===== src/rtl/ccg_pkg.sv =====
package ccg_pkg;
    localparam int CH_PER_GRP = 3;
    localparam int SRC_W      = 5;
    localparam int N_TICK     = 6;   // 20M,10M,1M,100k,10k,1k

    // clock selector codes
    localparam logic [SRC_W-1:0] CK_PIN  = 5'd0;
    localparam logic [SRC_W-1:0] CK_10M  = 5'd1;
    localparam logic [SRC_W-1:0] CK_1M   = 5'd2;
    localparam logic [SRC_W-1:0] CK_100K = 5'd3;
    localparam logic [SRC_W-1:0] CK_10K  = 5'd4;
    localparam logic [SRC_W-1:0] CK_1K   = 5'd5;
    localparam logic [SRC_W-1:0] CK_PREV = 5'd6;
    localparam logic [SRC_W-1:0] CK_EXT  = 5'd7;
    localparam logic [SRC_W-1:0] CK_HI   = 5'd8;
    localparam logic [SRC_W-1:0] CK_LO   = 5'd9;
    localparam logic [SRC_W-1:0] CK_PAT  = 5'd10;
    localparam logic [SRC_W-1:0] CK_20M  = 5'd11;

    // gate selector codes
    localparam logic [SRC_W-1:0] GT_ON    = 5'd0;
    localparam logic [SRC_W-1:0] GT_OFF   = 5'd1;
    localparam logic [SRC_W-1:0] GT_PIN   = 5'd2;
    localparam logic [SRC_W-1:0] GT_NOUT2 = 5'd3;
    localparam logic [SRC_W-1:0] GT_NPIN  = 5'd6;
    localparam logic [SRC_W-1:0] GT_OUT2  = 5'd7;
    localparam logic [SRC_W-1:0] GT_PAT   = 5'd8;
    localparam logic [SRC_W-1:0] GT_OCC   = 5'd9;
    localparam logic [SRC_W-1:0] GT_GONE  = 5'd10;
    localparam logic [SRC_W-1:0] GT_NPAT  = 5'd11;
    localparam logic [SRC_W-1:0] GT_NOCC  = 5'd12;
    localparam logic [SRC_W-1:0] GT_NGONE = 5'd13;
endpackage


===== src/rtl/ccg_timebase.sv =====
module ccg_timebase
    import ccg_pkg::*;
#(
    parameter int SYS_PER_FAST = 2,   // system cycles per fastest tick
    parameter int DEC          = 10   // ratio between slower ticks
) (
    input  logic              clk,
    input  logic              rst_n,
    output logic [N_TICK-1:0] tick_o
);
    localparam int PRE_MAX = 2 * SYS_PER_FAST - 1;
    localparam int PRE_W   = $clog2(PRE_MAX + 1);
    localparam int DEC_W   = $clog2(DEC);
    localparam int N_DEC   = N_TICK - 2;

    typedef struct packed {
        logic [PRE_W-1:0]            pre;
        logic [N_DEC-1:0][DEC_W-1:0] dec;
        logic [N_TICK-1:0]           tick;
    } tb_st_t;

    tb_st_t st_d, st_q;

    always_comb begin
        logic carry;
        st_d     = st_q;
        st_d.pre = (st_q.pre == PRE_W'(PRE_MAX)) ? '0 : st_q.pre + 1'b1;
        carry    = (st_q.pre == PRE_W'(PRE_MAX));
        st_d.tick[0] = carry || (st_q.pre == PRE_W'(SYS_PER_FAST - 1));
        st_d.tick[1] = carry;
        for (int k = 0; k < N_DEC; k++) begin
            if (carry)
                st_d.dec[k] = (st_q.dec[k] == DEC_W'(DEC - 1)) ? '0 : st_q.dec[k] + 1'b1;
            carry = carry && (st_q.dec[k] == DEC_W'(DEC - 1));
            st_d.tick[k+2] = carry;
        end
    end

    always_ff @(posedge clk) begin
        if (!rst_n) st_q <= '0;
        else        st_q <= st_d;
    end

    assign tick_o = st_q.tick;

    a_r3_fast_alternates: assert property (@(posedge clk) disable iff (!rst_n)
        tick_o[0] |=> !tick_o[0]);
    a_r3_slow_nested: assert property (@(posedge clk) disable iff (!rst_n)
        tick_o[2] |-> (tick_o[1] && tick_o[0]));
endmodule


===== src/rtl/ccg_sync_edge.sv =====
module ccg_sync_edge #(
    parameter int W = 8
) (
    input  logic         clk,
    input  logic         rst_n,
    input  logic [W-1:0] async_i,
    output logic [W-1:0] lvl_o,
    output logic [W-1:0] rise_o
);
    typedef struct packed {
        logic [W-1:0] s1;
        logic [W-1:0] s2;
        logic [W-1:0] s3;
    } se_st_t;

    se_st_t st_d, st_q;

    always_comb begin
        st_d    = st_q;
        st_d.s1 = async_i;
        st_d.s2 = st_q.s1;
        st_d.s3 = st_q.s2;
    end

    always_ff @(posedge clk) begin
        if (!rst_n) st_q <= '0;
        else        st_q <= st_d;
    end

    assign lvl_o  = st_q.s2;
    assign rise_o = st_q.s2 & ~st_q.s3;

    // an edge enable never lasts two cycles
    a_r4_rise_single: assert property (@(posedge clk) disable iff (!rst_n)
        (rise_o & $past(rise_o)) == '0);
endmodule


===== src/rtl/ccg_pat_latch.sv =====
module ccg_pat_latch (
    input  logic clk,
    input  logic rst_n,
    input  logic pat_i,
    input  logic clr_i,
    output logic occ_o,
    output logic gone_o
);
    typedef struct packed {
        logic occ;
        logic gone;
    } pl_st_t;

    pl_st_t st_d, st_q;

    always_comb begin
        st_d = st_q;
        if (clr_i) begin
            st_d.occ  = 1'b0;
            st_d.gone = 1'b1;
        end else begin
            st_d.occ  = st_q.occ | pat_i;
            st_d.gone = st_q.gone & ~(st_q.occ & ~pat_i);
        end
    end

    always_ff @(posedge clk) begin
        if (!rst_n) st_q <= '{occ: 1'b0, gone: 1'b1};
        else        st_q <= st_d;
    end

    assign occ_o  = st_q.occ;
    assign gone_o = st_q.gone;

    a_r9_gone_needs_occ: assert property (@(posedge clk) disable iff (!rst_n)
        !gone_o |-> occ_o);
    a_r10_occ_sticky: assert property (@(posedge clk) disable iff (!rst_n)
        (occ_o && !clr_i) |=> occ_o);
endmodule


===== src/rtl/ccg_router.sv =====
module ccg_router
    import ccg_pkg::*;
#(
    parameter int N_GRP        = 2,
    parameter int SYS_PER_FAST = 2,
    parameter int DEC          = 10,
    localparam int N_CH   = N_GRP * CH_PER_GRP,
    localparam int IDX_W  = $clog2(N_CH + 1),
    localparam int ADDR_W = IDX_W + 1
) (
    input  logic              clk,
    input  logic              rst_n,
    input  logic              wr_en,
    input  logic [ADDR_W-1:0] wr_addr,
    input  logic [SRC_W-1:0]  wr_data,
    input  logic [N_CH-1:0]   clk_pin_in,
    input  logic [N_CH-1:0]   gat_pin_in,
    input  logic [N_GRP-1:0]  grp_ext_clk,
    input  logic [N_CH-1:0]   cnt_out,
    input  logic              pat_match,
    output logic [N_CH-1:0]   clk_en,
    output logic [N_CH-1:0]   gate,
    output logic [N_CH-1:0]   clk_pin_oe,
    output logic [N_CH-1:0]   gat_pin_oe
);
    localparam int SYNC_W = 3 * N_CH + N_GRP + 1;
    localparam logic [IDX_W-1:0] LAST_IDX = IDX_W'(N_CH - 1);
    localparam logic [IDX_W-1:0] CLR_IDX  = '1;

    typedef struct packed {
        logic [N_CH-1:0][SRC_W-1:0] csrc;
        logic [N_CH-1:0][SRC_W-1:0] gsrc;
        logic [N_CH-1:0]            en;
        logic [N_CH-1:0]            gate;
    } rt_st_t;

    rt_st_t st_d, st_q;

    // ring neighbours
    function automatic int prev_clk_ch(int i);
        int g = i / CH_PER_GRP;
        int n = i % CH_PER_GRP;
        if (n > 0) return i - 1;
        return ((g + N_GRP - 1) % N_GRP) * CH_PER_GRP + (CH_PER_GRP - 1);
    endfunction

    function automatic int back2_ch(int i);
        int g = i / CH_PER_GRP;
        int n = i % CH_PER_GRP;
        if (n == 2) return g * CH_PER_GRP;
        return ((g + N_GRP - 1) % N_GRP) * CH_PER_GRP + n + 1;
    endfunction

    logic [N_TICK-1:0] tick;
    logic [SYNC_W-1:0] s_lvl, s_rise;
    logic              occ, gone, clr;

    ccg_timebase #(.SYS_PER_FAST(SYS_PER_FAST), .DEC(DEC)) u_tb (
        .clk(clk), .rst_n(rst_n), .tick_o(tick)
    );

    ccg_sync_edge #(.W(SYNC_W)) u_sync (
        .clk(clk), .rst_n(rst_n),
        .async_i({pat_match, grp_ext_clk, cnt_out, gat_pin_in, clk_pin_in}),
        .lvl_o(s_lvl), .rise_o(s_rise)
    );

    logic [N_CH-1:0]  cpin_rise, gpin_lvl, out_lvl, out_rise;
    logic [N_GRP-1:0] ext_rise;
    logic             pat_lvl, pat_rise;
    logic             unused_sync;

    assign cpin_rise = s_rise[N_CH-1:0];
    assign gpin_lvl  = s_lvl[2*N_CH-1:N_CH];
    assign out_lvl   = s_lvl[3*N_CH-1:2*N_CH];
    assign out_rise  = s_rise[3*N_CH-1:2*N_CH];
    assign ext_rise  = s_rise[3*N_CH+N_GRP-1:3*N_CH];
    assign pat_lvl   = s_lvl[SYNC_W-1];
    assign pat_rise  = s_rise[SYNC_W-1];
    assign unused_sync = ^{s_lvl[N_CH-1:0], s_rise[2*N_CH-1:N_CH],
                           s_lvl[3*N_CH+N_GRP-1:3*N_CH]};

    ccg_pat_latch u_latch (
        .clk(clk), .rst_n(rst_n), .pat_i(pat_lvl), .clr_i(clr),
        .occ_o(occ), .gone_o(gone)
    );

    always_comb begin
        logic [IDX_W-1:0] idx;
        st_d = st_q;
        clr  = 1'b0;
        idx  = wr_addr[IDX_W-1:0];
        if (wr_en) begin
            if (!wr_addr[ADDR_W-1]) begin
                if (idx <= LAST_IDX) st_d.csrc[idx] = wr_data;
            end else if (idx <= LAST_IDX) begin
                st_d.gsrc[idx] = wr_data;
            end else if (idx == CLR_IDX) begin
                clr = 1'b1;
            end
        end
        for (int i = 0; i < N_CH; i++) begin
            case (st_q.csrc[i])
                CK_PIN:  st_d.en[i] = cpin_rise[i];
                CK_10M:  st_d.en[i] = tick[1];
                CK_1M:   st_d.en[i] = tick[2];
                CK_100K: st_d.en[i] = tick[3];
                CK_10K:  st_d.en[i] = tick[4];
                CK_1K:   st_d.en[i] = tick[5];
                CK_PREV: st_d.en[i] = out_rise[prev_clk_ch(i)];
                CK_EXT:  st_d.en[i] = ext_rise[i / CH_PER_GRP];
                CK_PAT:  st_d.en[i] = pat_rise;
                CK_20M:  st_d.en[i] = tick[0];
                default: st_d.en[i] = 1'b0;   // constants and reserved
            endcase
            case (st_q.gsrc[i])
                GT_ON:    st_d.gate[i] = 1'b1;
                GT_OFF:   st_d.gate[i] = 1'b0;
                GT_PIN:   st_d.gate[i] = gpin_lvl[i];
                GT_NPIN:  st_d.gate[i] = ~gpin_lvl[i];
                GT_NOUT2: st_d.gate[i] = ~out_lvl[back2_ch(i)];
                GT_OUT2:  st_d.gate[i] = out_lvl[back2_ch(i)];
                GT_PAT:   st_d.gate[i] = pat_lvl;
                GT_OCC:   st_d.gate[i] = occ;
                GT_GONE:  st_d.gate[i] = gone;
                GT_NPAT:  st_d.gate[i] = ~pat_lvl;
                GT_NOCC:  st_d.gate[i] = ~occ;
                GT_NGONE: st_d.gate[i] = ~gone;
                default:  st_d.gate[i] = 1'b0;
            endcase
        end
    end

    always_ff @(posedge clk) begin
        if (!rst_n) st_q <= '{csrc: '0, gsrc: '0, en: '0, gate: '1};
        else        st_q <= st_d;
    end

    assign clk_en = st_q.en;
    assign gate   = st_q.gate;

    for (genvar i = 0; i < N_CH; i++) begin : g_dir
        assign clk_pin_oe[i] = (st_q.csrc[i] != CK_PIN);
        assign gat_pin_oe[i] = (st_q.gsrc[i] != GT_PIN);

        // constant and reserved clock codes never produce an enable
        a_r6_no_clk_reserved: assert property (@(posedge clk) disable iff (!rst_n)
            clk_en[i] |-> ($past(st_q.csrc[i]) <= CK_20M &&
                           $past(st_q.csrc[i]) != CK_HI &&
                           $past(st_q.csrc[i]) != CK_LO));
        // reserved gate codes hold the gate low
        a_r11_gate_reserved_low: assert property (@(posedge clk) disable iff (!rst_n)
            gate[i] |-> ($past(st_q.gsrc[i]) <= GT_NGONE &&
                         $past(st_q.gsrc[i]) != 5'd4 &&
                         $past(st_q.gsrc[i]) != 5'd5));
    end
endmodule


===== config.mk =====
export PLATFORM = sky130hd
export DESIGN_NAME = ccg_router
export DESIGN_NICKNAME = d
export VERILOG_FILES = /design/src/rtl/ccg_pkg.sv /design/src/rtl/ccg_timebase.sv /design/src/rtl/ccg_sync_edge.sv /design/src/rtl/ccg_pat_latch.sv /design/src/rtl/ccg_router.sv
export SDC_FILE = /design/constraint.sdc
export NUM_CORES = 1
export LEC_CHECK = 0
export ABC_CLOCK_PERIOD_IN_PS = 3900
export BUFFER_PORTS_ARGS = -buffer_cell sky130_fd_sc_hd__buf_2
export CORE_MARGIN = 2
export CORE_UTILIZATION = 60
export CTS_BUF_LIST = sky130_fd_sc_hd__clkbuf_8
export CTS_CLUSTER_DIAMETER = 120
export DETAILED_ROUTE_END_ITERATION = 7
export GPL_ROUTABILITY_DRIVEN = 0
export PLACE_DENSITY_LB_ADDON = 0.12
export SYNTH_ARGS = -nofsm -noshare
export SYNTH_HDL_FRONTEND = slang
export SYNTH_SLANG_ARGS = --single-unit

===== constraint.sdc =====
create_clock -name clk -period 3.9 [get_ports clk]
set_input_delay 0.195 -clock clk [delete_from_list [all_inputs] [get_ports clk]]
set_output_delay 0.195 -clock clk [all_outputs]
set_load 0.01 [all_outputs]

# Yosys cells after proc, flatten, opt, wreduce, memory -nomap -nowiden
# Index checks and enable logic that the tools add are counted.
[classes] n_reduce_logical=28 bitwise_logic=23 n_eq_ne=127 n_mux=68 n_lt_le_gt_ge=11 add_sub_neg=5
[op_table] op="32-bit by 5-bit less-than comparator with 1-bit output, second input constant" count=8
[op_table] op="32-bit two-way mux" count=8
[op_table] op="5-bit by 4-bit == test with 1-bit output, second input constant" count=48
[op_table] op="5-bit by 3-bit == test with 1-bit output, second input constant" count=36
[op_table] op="5-bit by 2-bit == test with 1-bit output, second input constant" count=24
[op_table] op="1-bit case mux with 11 select lines" count=6
[op_table] op="30-bit bitwise mux" count=2
[op_table] op="5-bit zero test" count=12
[op_table] op="1-bit case mux with 10 select lines" count=6
[op_table] op="5-bit by 1-bit == test with 1-bit output, second input constant" count=6
[op_table] op="5-bit by 2-bit inequality test with 1-bit output, second input constant" count=6
[op_table] op="5-bit nonzero test" count=6
[op_table] op="1-bit two-way mux" count=27
[op_table] op="1-bit binary-select mux with 3-bit select" count=8
[op_table] op="21-bit AND" count=1
[op_table] op="21-bit inverter" count=1
[op_table] op="1-bit inverter" count=18
[op_table] op="4-bit by 1-bit adder with 4-bit output, second input constant" count=4
[op_table] op="4-bit == test, second input constant" count=4
[op_table] op="4-bit two-way mux" count=4
[op_table] op="5-bit demux with 3-bit select" count=1
[op_table] op="3-bit two-way mux" count=5
[op_table] op="3-bit AND reduction" count=2
[op_table] op="1-bit logical AND" count=5
[op_table] op="other kinds (12)" count=14
[word_totals] elab_cells=287 in_bits=33 ff_bits=161 out_inout_bits=24

# Depth between registers and ports, before layout
[depth] word_depth=9 depth_mapped=6 mapped_depth_nobuf=5

# Hierarchy
# Synthesis repeated with hierarchy kept, for this count alone.
[hier_totals] cells_unflattened=796 hier_area_um2=7300.8
[modules_own_cells] module="ccg_router" n_inst=1 area_per_inst_um2=4050.1 cells_each=494 seq_area_each_um2=1441.4
[modules_own_cells] module="ccg_sync_edge" n_inst=1 area_per_inst_um2=1988.2 cells_each=174 seq_area_each_um2=1261.2
[modules_own_cells] module="ccg_timebase" n_inst=1 area_per_inst_um2=1194.9 cells_each=121 seq_area_each_um2=480.5
[modules_own_cells] module="ccg_pat_latch" n_inst=1 area_per_inst_um2=67.6 cells_each=7 seq_area_each_um2=40.0

# Worst setup path after synthesis
# Ideal clock, no wire load.
[synth_path] path_type="reg-to-reg" from="register st_q[71] (netlist bit)" to="register st_q (netlist bit clk_en[5])" stages_incl_launch_ff=5 synth_period_minus_slack_ns=1.635 t_arrival_ns=1.558 n_path_buf=0 t_required_ns=3.823 path_slack_ns=2.265 cell_sequence="dfxtp_1 > or3_1 > or3_4 > or3b_1 > a41oi_2"
[synth_via] elab_chain_cells=2 elab_cells_between_ends=11 cone_classes="eq/ne (9); mux (1); reduce/logical (1)"
[synth_rtl] element="start, declared" line="ccg_router.sv:37" text="rt_st_t st_d, st_q;"
[synth_rtl] element="start signal, assigned" line="ccg_router.sv:135" text="if (!rst_n) st_q <= '{csrc: '0, gsrc: '0, en: '0, gate: '1};"
[synth_rtl] element="start signal, assigned" line="ccg_router.sv:136" text="else st_q <= st_d;"
[synth_rtl] element="5-bit by 4-bit == test with 1-bit output (tied with other cells)" line="ccg_router.sv:103" text="case (st_q.csrc[i])"
[synth_rtl] element="1-bit case mux with 10 select lines *" line="ccg_router.sv:103"
# Every way passes the cells marked *; elsewhere a longest branch is shown, timed or not.
# A chain may end at the register's enable or synchronous reset.

# Worst setup path in the final report
[layout_path] from="register st_q[71] (netlist bit)" to="output port clk_pin_oe[5]"
[layout_via] elab_chain_cells=1
[layout_rtl] element="5-bit nonzero test" line="ccg_router.sv:143" text="assign clk_pin_oe[i] = (st_q.csrc[i] != CK_PIN);"
[layout_rtl] element="end, declared" line="ccg_router.sv:23" text="output logic [N_CH-1:0] clk_pin_oe,"
# Every way passes these cells.

==> impl_metrics.env <==
export IMPL_status="finished clean"
export IMPL_drive_above_1_share=0.120
export IMPL_final_area_sq_um=7670
export IMPL_place_inst=911
export IMPL_switching_power_uw=722
export IMPL_root_buffer="clkbuf_8"
export IMPL_criticalPathCategory="reg -> out"
export IMPL_cts_buffers=17
export IMPL_fin_cells=964
export IMPL_synth_top_cell_by_area="dfxtp_1"
export IMPL_via_count=5600
export IMPL_setup_viol=0
export IMPL_initial_core_util=0.621
export IMPL_fin_total_pwr_mw=3.22
export IMPL_synthArstFlopShare=0
export IMPL_area_growth_pct=12.4
export IMPL_route_detailed_drc=0
export IMPL_pin_count=57
export IMPL_gr_total_overflow=0
export IMPL_placed_area_sq_um=7000
export IMPL_finalCritPeriodShare=0.477
export IMPL_crit_path_max_incr_delay_ns=0.39
export IMPL_p_seq_frac=0.516
export IMPL_maxCapViolations=0
export IMPL_cp_end_kind="primary output"
export IMPL_wl_per_cell_um=16.0
export IMPL_start_kind="flip-flop"
export IMPL_drt_total_wl_um=15500
export IMPL_utilization=0.698
export IMPL_slowest_stage="or3_1"
export IMPL_internal_power_mw=2.50
export IMPL_synth_top_area_share=0.455
export IMPL_maxSlewViolCount=0
export IMPL_period_needed_ns=1.86
export IMPL_synth_cell_type_count=61
export IMPL_via_per_inst=5.81
export IMPL_die_h_um=111
export IMPL_drt_antenna_violating_nets=0
export IMPL_die_w_um=111
export IMPL_dieArea_sq_um=12200
export IMPL_synth_edff_count=0
export IMPL_switching_share=0.224
export IMPL_htree_levels=4
export IMPL_cts_setup_buffers=0
export IMPL_power_frac_clock=0.425
export IMPL_fin_nets=846
export IMPL_syn_nets=814
export IMPL_synth_cells=779
export IMPL_cp_data_arrival_time_ns=1.67
export IMPL_avgSynthCellArea_sq_um=8.76
export IMPL_leakage_nw=2.91
export IMPL_grt_antenna_before_repair=0
export IMPL_rows=38
export IMPL_cts_sinks=155
export IMPL_tns_ns=0
export IMPL_io_buffers=56
export IMPL_min_delay_path_class="in -> reg"
export IMPL_power_density_nw_per_um2=420
export IMPL_comb_power_share=0.059
export IMPL_grt_pass1_wl_um=25400
export IMPL_peakVddDrop_v=0.000381
export IMPL_ys_seq_area_frac=0.455
export IMPL_syn_area_sq_um=6820
export IMPL_cts_path_max_buffers=2
export IMPL_hold_viol=0
export IMPL_rsz0062_at_grt="false"
export IMPL_dpl_hpwl_um=9940
export IMPL_finalClockSkew_ns=0.00720
export IMPL_yosysWarningCount=0
export IMPL_cp_buffers_inverters=1
export IMPL_grt_max_degree=73
export IMPL_slew_headroom=0.297
export IMPL_cp_cell_sequence="or3_1 -> or3_4 -> buf_2"
export IMPL_synth_area_leaders="dfxtp_1 (45%), mux2i_1 (6.5%), and2_1 (5.5%), a21oi_1 (4.6%), nor2_1 (3.7%)"
export IMPL_drtIter0Drc=474
export IMPL_worst_pin_slew_ns=1.05
export IMPL_synthFlopType="dfxtp_1"
export IMPL_cp_max_fo=4
export IMPL_fp_coreArea_sq_um=11000
export IMPL_first_global_vias=5432
export IMPL_dr_pass1_iters=5
export IMPL_max_freq_mhz=537
export IMPL_cts_tree="built"
export IMPL_final_cell_mix="dfxtp_1 (155), nor2_1 (67), nand2_1 (64)"
export IMPL_clk_latency_ns=0.46
export IMPL_path_clk_slew_ns=0.08
export IMPL_critPathTopFamily="simple AND/OR/NAND/NOR gates"
export IMPL_layout_commonest_cell="dfxtp_1"
export IMPL_antenna_cells=0
export IMPL_synth_seq_cells=155
export IMPL_critPathRequiredTime_ns=3.70
export IMPL_grt_usage=0.257
path summary, 6_finish.rpt:
| kind | from | end | slack [ns] | cells after the start |
|---|---|---|---|---|
| worst max register to register | u_tb.st_q[22]$_SDFF_PP0_ | u_tb.st_q[20]$_SDFFE_PN0P_ | 2.10 | 5 |
| worst min register to register | u_sync.st_d[36]$_SDFF_PN0_ | u_sync.lvl_o[15]$_SDFF_PN0_ | 0.43 | 1 |
| worst max-delay path | st_q[71]$_SDFFE_PN0P_ | clk_pin_oe[5] | 2.04 | 3 |
| worst min-delay path | wr_addr[0] | st_q[46]$_SDFFE_PN0P_ | 0.14 | 4 |
state kept, by name, summed over array words and instances (netlist names):
| register | cells |
|---|---|
| st_q | 60 |
| u_sync.lvl_o | 21 |
| u_sync.st_d | 21 |
| u_tb.st_q | 18 |
| u_sync.st_q | 15 |
| clk_en | 6 |
| gate | 6 |
| u_tb.tick_o | 6 |
| u_latch.gone_o | 1 |
| u_latch.occ_o | 1 |
tightest hold or removal path, stage by stage:
cell     delay [ns]
buf_2          0.12
nor3b_2        0.09
nand3_1        0.09
a21oi_1        0.06
cell usage after synthesis (all sizes together) (5+ instances only):
| cell | instances |
|---|---|
| dfxtp | 155 |
| nor2 | 67 |
| nand2 | 64 |
| a21oi | 63 |
| and2 | 60 |
| clkbuf | 50 |
| mux2i | 44 |
| o21ai | 42 |
| nand2b | 26 |
| nor2b | 18 |
| nand3b | 17 |
| nor3 | 17 |
| buf | 16 |
| nand3 | 12 |
| or3 | 11 |
| or3b | 10 |
| nor3b | 9 |
| a211oi | 8 |
| inv | 7 |
| xnor2 | 6 |
| a21boi | 5 |
| o22ai | 5 |
power groups by stage:
| stage | logic (mW) | registers [mW] | clock network, mW |
|---|---|---|---|
| detailed placement | 0.171 | 1.70 | 0 |
| CTS | 0.189 | 1.66 | 1.39 |
| finish | 0.189 | 1.66 | 1.37 |
| floorplan | 0.133 | 1.68 | 0 |
| global route | 0.210 | 1.67 | 1.45 |
| global placement | 0.166 | 1.70 | 0 |
logic make-up (layout without fill, tap and decap cells):
kind of cell	after synthesis	in the layout	synth area share
flip-flops	155	155	0.455
XOR/XNOR	10	10	0.0128
buffers and inverters	73	118	0.0468
adder cells (fa/ha/maj)	2	2	0.00367
multiplexers	49	49	0.0745
AO/OA/AOI/OAI	158	158	0.141
AND/OR/NAND/NOR	332	332	0.266
metrics by stage:
stage                     worst slack [ns]  hold slack (ns)
after floorplan                       2.27            0.322
after global placement                2.20            0.399
final                                 2.04            0.136
after global routing                  1.92            0.133
after detailed placement              2.12            0.403
after CTS                             2.01            0.106
cell type report:
class / instances / area (sq um)
Multi-Input combinational cell: 551 / 3400
Fill cell: 852 / 3320
Sequential cell: 155 / 3100
Timing Repair Buffer: 79 / 505
Clock buffer: 19 / 262
Clock inverter: 13 / 198
Tap cell: 140 / 175
Inverter: 7 / 26.3
layer usage:
layer | wire length [um] | GRT usage
met1 | 6570 | 0.301
met2 | 7610 | 0.449
met3 | 971 | 0.0598
met4 | 314 | 0.108
met5 | 0 | 0
timing repair:
item	CTS	global route
setup endpoints to repair	0	0
endpoints found under the hold margin	21	0
hold buffers	21	0
resized for setup	0	0
Power figures use the tool's default switching activity.
